File: src/rtl/fzs_pkg.sv
// Package fzs_pkg
// Shared types for the bit-serial fuzzy max/min unit.
// Assumes nothing beyond a SystemVerilog-2017 compiler.
package fzs_pkg;

    // Decision reached on the bits seen so far in one operation
    typedef enum logic [1:0] {
        ST_EQ  = 2'd0,   // all bits seen so far agree
        ST_AGT = 2'd1,   // A has proved larger
        ST_BGT = 2'd2    // B has proved larger
    } cmp_state_t;

endpackage

File: src/rtl/fzs_bit_counter.sv
// Module fzs_bit_counter
// Counts accepted data bits of the current operation and reports when
// WIDTH bits have been taken. Decides whether the current bit is accepted.
// Assumes: start has priority over the full condition, so a bit arriving
// with start is always accepted as bit one of a new operation.
module fzs_bit_counter #(
    parameter int WIDTH = 8
) (
    input  logic clk,
    input  logic rst_n,
    input  logic start,
    input  logic bit_vld,
    output logic take,
    output logic full
);
    localparam int CW = $clog2(WIDTH + 1);
    localparam logic [CW-1:0] LAST  = CW'(WIDTH);
    localparam logic [CW-1:0] ONE   = CW'(1);

    logic [CW-1:0] cnt_q;
    logic [CW-1:0] cnt_d;

    // Full once WIDTH bits were taken
    assign full = (cnt_q == LAST);

    // Accept when a bit is present and either a restart or room remains
    assign take = bit_vld && (start || !full);

    // Next count: restart from zero or one, otherwise step on each taken bit
    always_comb begin
        if (start) begin
            cnt_d = bit_vld ? ONE : '0;
        end else if (take) begin
            cnt_d = cnt_q + ONE;
        end else begin
            cnt_d = cnt_q;
        end
    end

    // Count register with synchronous active-low reset
    always_ff @(posedge clk) begin
        if (!rst_n) begin
            cnt_q <= '0;
        end else begin
            cnt_q <= cnt_d;
        end
    end

endmodule

File: src/rtl/fzs_decider.sv
// Module fzs_decider
// Three-state decision machine: equal so far, A larger, B larger.
// Provides the effective state for the current cycle (start forces the
// equal state at once) and the registered state.
// Assumes: take is only high for accepted bits.
module fzs_decider
    import fzs_pkg::*;
(
    input  logic       clk,
    input  logic       rst_n,
    input  logic       start,
    input  logic       take,
    input  logic       a_bit,
    input  logic       b_bit,
    output cmp_state_t eff_state,
    output cmp_state_t state_q
);
    cmp_state_t state_d;

    // A start in this cycle discards the previous decision immediately
    assign eff_state = start ? ST_EQ : state_q;

    // Leave the equal state only on the first differing accepted bit
    always_comb begin
        state_d = eff_state;
        if (take && (eff_state == ST_EQ) && (a_bit != b_bit)) begin
            state_d = a_bit ? ST_AGT : ST_BGT;
        end
    end

    // Decision register with synchronous active-low reset
    always_ff @(posedge clk) begin
        if (!rst_n) begin
            state_q <= ST_EQ;
        end else begin
            state_q <= state_d;
        end
    end

endmodule

File: src/rtl/fzs_out_select.sv
// Module fzs_out_select
// Picks the output bit from the current bit pair and the effective
// decision. In the equal state a differing pair is itself the decision,
// so max yields a|b and min yields a&b there.
// Assumes: MODE_MAX is 1 for maximum, 0 for minimum.
module fzs_out_select
    import fzs_pkg::*;
#(
    parameter bit MODE_MAX = 1'b1
) (
    input  cmp_state_t eff_state,
    input  logic       a_bit,
    input  logic       b_bit,
    output logic       out_bit
);
    generate
        if (MODE_MAX) begin : g_max
            // Larger operand wins
            always_comb begin
                unique case (eff_state)
                    ST_AGT:  out_bit = a_bit;
                    ST_BGT:  out_bit = b_bit;
                    default: out_bit = a_bit | b_bit;
                endcase
            end
        end else begin : g_min
            // Smaller operand wins
            always_comb begin
                unique case (eff_state)
                    ST_AGT:  out_bit = b_bit;
                    ST_BGT:  out_bit = a_bit;
                    default: out_bit = a_bit & b_bit;
                endcase
            end
        end
    endgenerate

endmodule

File: src/rtl/fuzzy_serial_maxmin.sv
// Module fuzzy_serial_maxmin
// Bit-serial fuzzy maximum or minimum of two WIDTH-bit grades, most
// significant bit first, one result bit per accepted input bit with no
// latency. Assumes the caller pulses start before (or with) the first bit.
module fuzzy_serial_maxmin
    import fzs_pkg::*;
#(
    parameter int WIDTH    = 8,
    parameter bit MODE_MAX = 1'b1
) (
    input  logic clk,
    input  logic rst_n,
    input  logic start,
    input  logic bit_vld,
    input  logic a_bit,
    input  logic b_bit,
    output logic out_bit,
    output logic out_vld,
    output logic done
);
    logic       take;
    logic       full;
    cmp_state_t eff_state;
    cmp_state_t state_q;

    // Bit acceptance and completion tracking
    fzs_bit_counter #(.WIDTH(WIDTH)) u_cnt (
        .clk     (clk),
        .rst_n   (rst_n),
        .start   (start),
        .bit_vld (bit_vld),
        .take    (take),
        .full    (full)
    );

    // Equal / A-larger / B-larger decision
    fzs_decider u_dec (
        .clk       (clk),
        .rst_n     (rst_n),
        .start     (start),
        .take      (take),
        .a_bit     (a_bit),
        .b_bit     (b_bit),
        .eff_state (eff_state),
        .state_q   (state_q)
    );

    // Result bit selection
    fzs_out_select #(.MODE_MAX(MODE_MAX)) u_sel (
        .eff_state (eff_state),
        .a_bit     (a_bit),
        .b_bit     (b_bit),
        .out_bit   (out_bit)
    );

    assign out_vld = take;
    assign done    = full;

endmodule

File: config.mk
export PLATFORM = sky130hd
export DESIGN_NAME = fuzzy_serial_maxmin
export DESIGN_NICKNAME = d
export VERILOG_FILES = /design/src/rtl/fzs_pkg.sv /design/src/rtl/fzs_bit_counter.sv /design/src/rtl/fzs_decider.sv /design/src/rtl/fzs_out_select.sv /design/src/rtl/fuzzy_serial_maxmin.sv
export SDC_FILE = /design/constraint.sdc
export NUM_CORES = 1
export LEC_CHECK = 0
export BUFFER_PORTS_ARGS = -buffer_cell sky130_fd_sc_hd__clkbuf_2
export CORE_AREA = 2 2 39 41
export DETAILED_ROUTE_END_ITERATION = 7
export DIE_AREA = 0 0 41 43
export GPL_TIMING_DRIVEN = 0
export SLEW_MARGIN = 20
export SYNTH_ARGS = -nofsm -noshare
export SYNTH_HDL_FRONTEND = slang
export SYNTH_SLANG_ARGS = --single-unit
File: constraint.sdc
create_clock -name clk -period 1.85 [get_ports clk]
set_input_delay 0.37 -clock clk [delete_from_list [all_inputs] [get_ports clk]]
set_output_delay 0.37 -clock clk [all_outputs]
set_load 0.01 [all_outputs]
# Word level (Yosys, flattened, before mapping)
# Cells that the tools add are included.
[word_totals] ff_bits=6 in_bits=6 wordCells=22
[op_classes] addsub=1 n_eq_ne=4 muxes=7 bitwise_logic=1 n_reduce_logical=7
[op_table] cell="$mux 4" count=2
[op_table] cell="$mux 2" count=3
[op_table] cell="$add 4x1->4 const B" count=1
[op_table] cell="$eq 4x4->1 const B" count=1
[op_table] cell="$logic_and 1x1->1" count=3
[op_table] cell="$eq 2x1->1 const B" count=1
[op_table] cell="$eq 2x2->1 const B" count=1
[op_table] cell="$logic_not 2->1" count=1
[op_table] cell="$pmux 1 s2" count=1
[op_table] cell="$reduce_bool 2->1" count=1
[op_table] cell="$logic_not 1->1" count=1
[op_table] cell="$logic_or 1x1->1" count=1
[op_table] cell="$mux 1" count=1
[op_table] cell="$ne 1x1->1" count=1
[op_table] cell="$or 1x1->1" count=1

# Logic depth before layout (Yosys ltp)
[logic_depth] depth_word=7 mapped_depth=5

# Modules after synthesis
# A second synthesis with hierarchy kept.
[hier_totals] hier_cells=41 area_unflattened_um2=357.8
[modules_own_cells] mod="fzs_bit_counter" n_inst=1 cells_each=26 area_per_inst_um2=221.5
[modules_own_cells] mod="fzs_decider" n_inst=1 cells_each=8 area_per_inst_um2=90.1
[modules_own_cells] mod="fzs_out_select" n_inst=1 cells_each=7 area_per_inst_um2=46.3

# Least setup slack after synthesis
# No wires, ideal clock.
[synth_path] path_kind="input-to-output" startpoint="in start" endpoint="out out_bit" arrival_time_ps=1156 required_ps=1480 setup_slack_ps=324 stages=5 n_path_buf=0 path_cell_list="nand2b_1 ha_1 inv_1 a221oi_1 a21oi_1"
[synth_between] elab_chain_len=3 elab_cells_between_ends=4 cone_classes="eq/ne (2); mux (2)"
[synth_lines] element="start, declared" line="fuzzy_serial_maxmin.sv:13" text="input logic start,"
[synth_lines] element="$mux 2 (*)" line="fzs_decider.sv:21" text="assign eff_state = start ? ST_EQ : state_q;"
[synth_lines] element="$eq 2x2->1 / $eq 2x1->1 (equally long branches)" line="fzs_out_select.sv:20" text="unique case (eff_state)"
[synth_lines] element="$pmux 1 s2 (*)" line="fzs_out_select.sv:20"
[synth_lines] element="end, declared" line="fuzzy_serial_maxmin.sv:17" text="output logic out_bit,"
# Mark *: on every way between the ends. The rest lies on a longest branch, timed or not.

# Worst setup path after layout
# Ends and elaborated chain as after synthesis.

==> metrics <==
outcome finished clean; Core Util, Final 0.392; die footprint 1760 sq um; synth warn 0; CP peak stage delay 0.28 ns; synth top area cells dfxtp_1, ha_1, nand3_1, inv_1, nand2b_1; Crit. Startpoint start; final worst path period need 1.77 ns; Synth area leader dfxtp_1; Routed Antenna Nets 0; layout cells sized above 1 0.333; post-route DRC violation count 0; io pins 9; RSZ-0062 raised after global routing no; EDFF count, synth 0; fin area 543 sq um; syn_nets 61; CTS tree yes; GPL Wtd Cong 0.703; CP Capture Type primary output; crit-path cells clkbuf_2 > nand2b_4 > ha_1 > inv_1 > a221oi_1 > a21oi_1 > clkbuf_2; clock buffer depth 2; worst path required time 1.48 ns; H-tree levels 1; CP arrival 1.40 ns; Top FF cell, synth dfxtp_1; routed metal-1 wire length 371 um; initial antenna violation count 0; setup tns final 0 ns; Area after DPL 494 sq um; total CTS buffers 3; clk_lat worst skew 0.24 ns; kind of critical path primary input to primary output; buffers added on ports 8; Mean Syn Cell Area 8.86 sq um; Post-CTS Setup Bufs 0; top post-synthesis cells by count dfxtp_1, ha_1, inv_1; Starting Density 0.314; Wirelength per Cell 10.2 um; vias 371; Unique masters post-synth 25; Root Driver clkbuf_4; clk slew on worst S/H paths 0.04 ns; Die W 41 um; drt pass-1 iters 2; die height 43 um; Met3 Routed Length 51 um; area growth from synthesis to layout 25.1%; vias in the first global route 345; Max Fclk 564 MHz; Tightest Hold Check Type primary input to register; Mapped Cells 49; Max-Cap Viols 0; min-delay src a_bit; pwr dens 559 nW/um^2; CTS Hold Bufs 0; Crit-path slowest cell ha_1; initial detailed-routing violation count 3; largest net degree at the start of global routing 9; critical-path maximum fanout 7; first-pass GRT wire length 1.32 mm; leak pwr 0.000240 uW; top cell type's share of synthesized area 0.277; Worst path most repeated cell clkbuf_2; ys async rst share 0; DR top layer met3; reg2reg start u_cnt.cnt_q[0]; clock sinks 6; Setup crit start kind primary input; Yosys reg bits 6; post-synthesis sequential area ratio 0.277; Final Hold Viols 0; WL final 772 um; Final Cycle Share 0.959; Setup violations, final 0; GRT Total Usage 0.111; post-synthesis cell area 434 sq um; Vias/cell 4.88; wire length on met2 348 um; clock skew 0.00180 ns; core area 1380 sq um; Worst-Margin Slew 0.306 ns; Worst slew margin 0.793; VDD IR max 0.264 mV; hpwl dp 621 um; Ant. Diodes 0; Pins Over Slew Limit 0; row count 14; final net count 74; total grt overflow 0
==> routing by layer <==
metal / GRT usage / vias to the layer above
li1: - / 198
met1: 0.142 / 165
met2: 0.147 / 8
met3: 0.0366 / 0
met4: 0.0800 / 0
met5: 0 / -
==> final cells by class <==
class | count | area [sq um]
clock buffer | 3 | 22.5
fill | 153 | 841
inverter | 7 | 26.3
multi-input combinational | 36 | 314
sequential | 6 | 120
tap | 16 | 20.0
timing repair buffer | 8 | 40.0
==> layout by cell type (no fill, tap or decap), types with 2 or more instances in the layout <==
cell      instances
o21ai_0           2
nand3_1           4
dfxtp_1           6
clkbuf_2          8
a21boi_1          2
nand2b_4          2
nand2_1           2
clkbuf_4          3
a21oi_1           2
inv_1             5
ha_1              6
inv_2             2
==> worst max-delay path, delay by kind of cell <==
kind                       cells  cell delay, ns
adders and majority gates      1            0.28
and+or+nand+nor                1            0.17
AOI/OAI and AO/OA              2            0.27
buffers and inverters          3            0.31
==> path summary, 6_finish.rpt <==
path | to | slack, ns | depth (start not counted)
hold / removal | u_dec.state_q[0] | 0.41 | 3
setup reg to reg | u_cnt.cnt_q[2] | 0.44 | 5
setup / recovery | out_bit | 0.08 | 7
hold reg to reg | u_cnt.cnt_q[0] | 0.53 | 2
==> sequential cells by signal, summed over array words and instances, names as in the netlist <==
signal and cells:
u_dec.state_q 2, u_cnt.cnt_q 4
==> kinds of logic after synthesis <==
kind of cell / synth area share
AND/OR/NAND/NOR: 0.291
flip-flops: 0.277
buffers and inverters: 0.0605
AO/OA/AOI/OAI: 0.179
XOR/XNOR: 0.0202
adder cells (fa/ha/maj): 0.173
==> report_power, final <==
group	total (uW)	internal [uW]	switching, uW
Combinational	51.6	24.7	26.9
Clock	115	73.0	41.6
Sequential	138	134	3.54
Total	304	232	72.0
==> stage by stage <==
stage / setup slack (ns) / cells / total power [uW] / hold WS, ns
final: 0.0765 / 76 / 304 / 0.408
after CTS: 0.0148 / 76 / 309 / 0.399
after global routing: 0.00264 / 76 / 331 / 0.412
after floorplan: 0.324 / 49 / 168 / 0.485
after global placement: 0.0368 / 73 / 186 / 0.518
after detailed placement: 0.0180 / 73 / 187 / 0.523
==> timing repair <==
item / in CTS / in global routing
gates resized for setup: 0 / 3
hold endpoints to repair: 0 / 0
endpoints found under the setup margin: 0 / 2
Note: power is estimated with default switching activity, not from simulation.
